==> src/rtl/dbc_pkg.sv <==
package dbc_pkg;

  localparam int unsigned CNT_W_DEF   = 9;
  localparam int unsigned HOLD_DEF    = 16;
  localparam int unsigned UP_TURN_DEF = 399;
  localparam int unsigned DN_TURN_DEF = 200;

  typedef enum logic [1:0] {
    CMD_NONE = 2'b00,
    CMD_UP   = 2'b01,
    CMD_DN   = 2'b10,
    CMD_BOTH = 2'b11
  } cmd_e;

  // up request: climbs until above the turn point, then steps back
  function automatic int unsigned step_for_up(input int unsigned c, input int unsigned turn);
    return (c > turn) ? c - 1 : c + 1;
  endfunction

  // down request: descends until below the turn point, then steps back
  function automatic int unsigned step_for_dn(input int unsigned c, input int unsigned turn);
    return (c < turn) ? c + 1 : c - 1;
  endfunction

endpackage

==> src/rtl/dbc_sync.sv <==
module dbc_sync #(
  parameter int unsigned STAGES = 2
) (
  input  logic clk,
  input  logic rst,
  input  logic d_async,
  output logic q_sync
);
  logic [STAGES-1:0] chain;

  always_ff @(posedge clk) begin
    if (rst) chain <= '0;
    else     chain <= {chain[STAGES-2:0], d_async};
  end

  assign q_sync = chain[STAGES-1];
endmodule

==> src/rtl/dbc_debounce.sv <==
module dbc_debounce #(
  parameter int unsigned HOLD = 16
) (
  input  logic clk,
  input  logic rst,
  input  logic lvl_in,
  output logic lvl_out
);
  localparam int unsigned CW = $clog2(HOLD + 1);
  localparam logic [CW-1:0] LAST = CW'(HOLD - 1);

  logic [CW-1:0] run_len;
  logic          stable_lvl;
  logic          differs;
  logic          accept;

  assign differs = (lvl_in != stable_lvl);
  assign accept  = differs && (run_len == LAST);

  always_ff @(posedge clk) begin
    if (rst) begin
      run_len    <= '0;
      stable_lvl <= 1'b0;
    end else if (accept) begin
      run_len    <= '0;
      stable_lvl <= lvl_in;
    end else if (differs) begin
      run_len    <= run_len + 1'b1;
    end else begin
      run_len    <= '0;
    end
  end

  assign lvl_out = stable_lvl;

  // the accepted level only ever moves to the value the input had
  a_r3_follows_input: assert property (@(posedge clk) disable iff (rst)
    (stable_lvl != $past(stable_lvl)) |-> (stable_lvl == $past(lvl_in)));

  // the accepted level never moves while the input agrees with it
  a_r3_quiet_when_equal: assert property (@(posedge clk) disable iff (rst)
    (lvl_in == stable_lvl) |=> $stable(stable_lvl));
endmodule

==> src/rtl/dbc_edge.sv <==
module dbc_edge (
  input  logic clk,
  input  logic rst,
  input  logic lvl,
  output logic rise
);
  logic lvl_q;

  always_ff @(posedge clk) begin
    if (rst) lvl_q <= 1'b0;
    else     lvl_q <= lvl;
  end

  assign rise = lvl & ~lvl_q;

  // a strobe lasts exactly one clock
  a_r4_one_wide: assert property (@(posedge clk) disable iff (rst)
    rise |=> !rise);
endmodule

==> src/rtl/dbc_core.sv <==
module dbc_core
  import dbc_pkg::*;
#(
  parameter int unsigned CNT_W   = CNT_W_DEF,
  parameter int unsigned UP_TURN = UP_TURN_DEF,
  parameter int unsigned DN_TURN = DN_TURN_DEF
) (
  input  logic             clk,
  input  logic             rst,
  input  logic             up_ev,
  input  logic             dn_ev,
  output logic [CNT_W-1:0] count
);
  cmd_e             cmd;
  logic [CNT_W-1:0] cnt_q;
  logic [CNT_W-1:0] cnt_d;

  assign cmd = cmd_e'({dn_ev, up_ev});

  always_comb begin
    unique case (cmd)
      CMD_UP:  cnt_d = CNT_W'(step_for_up(int'(cnt_q), UP_TURN));
      CMD_DN:  cnt_d = CNT_W'(step_for_dn(int'(cnt_q), DN_TURN));
      default: cnt_d = cnt_q;
    endcase
  end

  always_ff @(posedge clk) begin
    if (rst) cnt_q <= '0;
    else     cnt_q <= cnt_d;
  end

  assign count = cnt_q;


  a_r5_up_climbs: assert property (@(posedge clk) disable iff (rst)
    (up_ev && !dn_ev && (cnt_q <= CNT_W'(UP_TURN))) |=> (cnt_q == $past(cnt_q) + 1'b1));

  a_r6_up_turns: assert property (@(posedge clk) disable iff (rst)
    (up_ev && !dn_ev && (cnt_q > CNT_W'(UP_TURN))) |=> (cnt_q == $past(cnt_q) - 1'b1));

  a_r7_dn_descends: assert property (@(posedge clk) disable iff (rst)
    (dn_ev && !up_ev && (cnt_q >= CNT_W'(DN_TURN))) |=> (cnt_q == $past(cnt_q) - 1'b1));

  a_r8_dn_turns: assert property (@(posedge clk) disable iff (rst)
    (dn_ev && !up_ev && (cnt_q < CNT_W'(DN_TURN))) |=> (cnt_q == $past(cnt_q) + 1'b1));

  a_r9_tie_holds: assert property (@(posedge clk) disable iff (rst)
    (up_ev && dn_ev) |=> $stable(cnt_q));

  a_r10_idle_holds: assert property (@(posedge clk) disable iff (rst)
    (!up_ev && !dn_ev) |=> $stable(cnt_q));
endmodule

==> src/rtl/dual_button_counter.sv <==
module dual_button_counter
  import dbc_pkg::*;
#(
  parameter int unsigned CNT_W       = CNT_W_DEF,
  parameter int unsigned HOLD        = HOLD_DEF,
  parameter int unsigned SYNC_STAGES = 2,
  parameter int unsigned UP_TURN     = UP_TURN_DEF,
  parameter int unsigned DN_TURN     = DN_TURN_DEF
) (
  input  logic             clk,
  input  logic             rst,
  input  logic             btn_up_raw,
  input  logic             btn_dn_raw,
  output logic [CNT_W-1:0] count,
  output logic             up_stb,
  output logic             dn_stb
);
  localparam int unsigned NBTN = 2;

  logic [NBTN-1:0] raw_vec;
  logic [NBTN-1:0] sync_vec;
  logic [NBTN-1:0] level_vec;
  logic [NBTN-1:0] stb_vec;

  assign raw_vec = {btn_dn_raw, btn_up_raw};

  for (genvar b = 0; b < NBTN; b++) begin : g_btn
    dbc_sync #(.STAGES(SYNC_STAGES)) u_sync (
      .clk(clk), .rst(rst), .d_async(raw_vec[b]), .q_sync(sync_vec[b])
    );
    dbc_debounce #(.HOLD(HOLD)) u_deb (
      .clk(clk), .rst(rst), .lvl_in(sync_vec[b]), .lvl_out(level_vec[b])
    );
    dbc_edge u_edge (
      .clk(clk), .rst(rst), .lvl(level_vec[b]), .rise(stb_vec[b])
    );
  end

  dbc_core #(.CNT_W(CNT_W), .UP_TURN(UP_TURN), .DN_TURN(DN_TURN)) u_core (
    .clk(clk), .rst(rst), .up_ev(stb_vec[0]), .dn_ev(stb_vec[1]), .count(count)
  );

  assign up_stb = stb_vec[0];
  assign dn_stb = stb_vec[1];

  // one clock out of reset, every output reads zero
  a_r1_reset_clear: assert property (@(posedge clk)
    $past(rst) |-> (count == '0 && !up_stb && !dn_stb));
endmodule

==> config.mk <==
export PLATFORM = sky130hd
export DESIGN_NAME = dual_button_counter
export DESIGN_NICKNAME = d
export VERILOG_FILES = /design/src/rtl/dbc_pkg.sv /design/src/rtl/dbc_sync.sv /design/src/rtl/dbc_debounce.sv /design/src/rtl/dbc_edge.sv /design/src/rtl/dbc_core.sv /design/src/rtl/dual_button_counter.sv
export SDC_FILE = /design/constraint.sdc
export NUM_CORES = 1
export LEC_CHECK = 0
export ABC_CLOCK_PERIOD_IN_PS = 3030
export BUFFER_PORTS_ARGS = -buffer_cell sky130_fd_sc_hd__buf_2
export CAP_MARGIN = 10
export CORE_UTILIZATION = 50
export DETAILED_ROUTE_END_ITERATION = 10
export PLACE_DENSITY = 0.7
export REMOVE_ABC_BUFFERS = 1
export SYNTH_ARGS = -nofsm -noshare
export SYNTH_HDL_FRONTEND = slang
export SYNTH_HIERARCHICAL = 1
export SYNTH_SLANG_ARGS = --single-unit
==> constraint.sdc <==
create_clock -name clk -period 3.03 [get_ports clk]
set_input_delay 0 -clock clk [delete_from_list [all_inputs] [get_ports clk]]
set_output_delay 0 -clock clk [all_outputs]
set_load 0.1 [all_outputs]
==> metrics <==
status finished, final reports clean; CP Max Fanout 8; CP endpoint kind flop; worst path required time 3.25 ns; Post-Route Skew 0.01276 ns; CORE AREA 2477 um2; cell-by-cell trace of the critical path nor2b_4, inv_1, ha_1, nor2_1, nand3_1, or3_1, mux2i_1, mux2_1; H-tree depth 1; vias in the first global route between 800 and 900; Clock Tree Buf Depth 2; critical path endpoint u_core/count[5]; final worst path period share 0.7551; DR iter-0 viols 11; commonest non-fill, non-tap cell in the layout dfxtp_1; Slew headroom 0.6654; Crit-path slowest cell dfxtp_1; FF+latch count, synth 27; # setup viols final 0; remaining routing DRC violations 0; register area share after synthesis 0.4110; dpl hpwl around 1.5 mm; max cap viols 0; I/O Buffers 14; startpoint types flop; initial antenna violation count 0; minimum clock period between 2 and 2.5 ns; Crit Path Class reg -> reg; post-route cell area 1458 um2; WL/cell 11.93 um; Critical path buffers and inverters 1; max incr delay on CP 0.40 ns; Inst Count DP about 180; CTS Root Cell clkbuf_4; Register-to-Register Path Depth 8; fmax 0.4371 GHz; post-CTS resize count 0; Initial Utilization 0.5308; post-synthesis cell area 1315 um2; TritonCTS clock tree done; RSZ-0062 raised after global routing false; Hold WC Path Type in -> reg; Worst-Margin Slew around 0.5 ns; largest net degree at the start of global routing 27; met3 Usage GRT 0.02586; post-route ant nets 0; proportion of layout cells with a drive suffix above 1 0.1699; cell leakage power 0.0006163 uW; Reg2Reg Setup Slack 0.74 ns; DRT Pass-1 Iters 4; area grow syn2layout 10.85%; TritonCTS Buffers 3; Worst Setup SP g_btn[0].u_deb/lvl_out; die height 53.29 um; total number of vias 955; Netlist cell types 30; met2 Track Usage GR 0.2958; critical path depth 8; placed cell area roughly 1400 um2; DRT Wirelength 2.184 mm; Reg clk slew, reported paths 0.15 ns; Slew Limit Fails 0; I/O pin count 15; Clock Latency Late Sink 0.33 ns; met1 usage 0.2166; Layout Nets 165; Crit Reg-Reg Startpoint g_btn[0].u_deb/lvl_out; pwr dens 363.1 nW/um2; Critical Path AT around 2.5 ns; commonest non-fill, non-tap cells in the layout 27 x dfxtp_1, 22 x nor2_1, 14 x buf_2; Placer Congestion ~0.84; Die ar. 2839 um2; Ant. Diodes 0; GR peak layer met2; warnings from Yosys 6; Via density approximately 5.2; total track usage 0.1797; final hold viol count 0; RR Endpoint u_core/count[5]; gr ovfl total 0; final hold slack approximately 0.11 ns; Synth Instances 136; Peak VDD IR 0.2647 mV; CP top delay family simple AND/OR/NAND/NOR gates; Std-Cell Rows 18; Clock Sinks 27; post-route setup TNS 0 ns; average size of a mapped cell 9.669 um2; first-pass GRT wire length 3.608 mm; Die X-Extent 53.29 um; Layout Cells excl Fill 183
[logic make-up (layout without fill, tap and decap cells)]
logic type,Yosys count,in the layout,synth area share
AND/OR/NAND/NOR,64,64,0.2873
buffers and inverters,10,27,0.02950
XOR/XNOR,8,8,0.05328
multiplexers,14,14,0.1123
AO/OA/AOI/OAI,6,6,0.03996
flip-flops,27,27,0.4110
adder cells (fa/ha/maj),7,7,0.06660
[per-layer routing]
| layer | share of wire | up-vias | wire length, um |
|---|---|---|---|
| met5 | 0 | - | 0 |
| met4 | 0.022 | 0 | 49 |
| met3 | 0.032 | 5 | 70 |
| met2 | 0.47 | 22 | 1026 |
| met1 | 0.48 | 437 | 1038 |
| li1 | - | 491 | - |
[worst min path at each step]
| stage | startpoint | to | slack [ns] | cells past startpoint |
|---|---|---|---|---|
| 2_1_floorplan | rst | g_btn[0].u_edge/lvl_q | 0.06 | 1 |
| 3_3_place_gp | btn_dn_raw | g_btn[1].u_sync/chain[0] | 0.21 | 2 |
| 3_5_place_dp | btn_up_raw | g_btn[0].u_sync/chain[0] | 0.23 | 2 |
| 4_1_cts | rst | g_btn[1].u_edge/lvl_q | 0.11 | 2 |
| 5_1_grt | rst | g_btn[1].u_edge/lvl_q | 0.12 | 2 |
| 6_report | rst | g_btn[1].u_edge/lvl_q | 0.11 | 2 |
[sequential cells by signal, summed over array words and instances (netlist names)]
| signal | cells |
|---|---|
| u_core/count | 9 |
| g_btn.u_deb/run_len | 10 |
| g_btn.u_deb/lvl_out | 2 |
| g_btn.u_sync/chain | 4 |
| g_btn.u_edge/lvl_q | 2 |
[cells in the mapped netlist (all sizes together)]
library cell,instances,area (um2)
o41ai,1,8.760
nor3b,1,7.510
ha,7,87.58
nor2,22,82.58
nand3,7,35.03
and3b,1,8.760
mux2,6,67.56
xnor2,4,35.03
a21oi,1,5.000
nor3,2,15.01
nand4b,1,8.760
mux2i,8,80.08
dfxtp,27,540.5
nand4,3,18.77
xor2,4,35.03
and3,2,12.51
or3,3,28.78
a31oi,1,21.27
inv,7,26.28
nand2b,2,12.51
nor2b,14,117.6
nand2,4,15.01
o31ai,1,7.510
nand3b,2,15.01
o21ai,2,10.01
clkbuf,3,12.51
[metrics by stage]
stage	worst slack, ns	power, uW	util
after detailed placement	0.7563	382.4	0.5692
after CTS	0.7406	538.0	0.5884
after floorplan	0.4557	374.0	-
after global placement	0.8684	381.6	0.5692
after global routing	0.5753	555.3	0.5884
final	0.7421	529.3	0.5884
[where the power goes]
| group | switching, uW | internal (uW) | leakage (uW) |
|---|---|---|---|
| clock network | 104 | 49.5 | 0.0000177 |
| registers | 1.44 | 358 | 0.000218 |
| logic | 9.05 | 7.30 | 0.000380 |
[what timing repair did]
action	4_1_cts	5_1_grt
hold endpoints to repair	2	0
hold buffers	2	0
setup buffers	0	0
[final cells by class]
cell class	count	area, um2
clock buffers	3	22.52
multi-input cells	99	735.7
fillers	233	1020
clock inverters	1	5.005
repair buffers	16	90.09
flip-flops and latches	27	540.5
inverters	7	26.28
well taps	30	37.54
(Power assumes the default switching activity.)
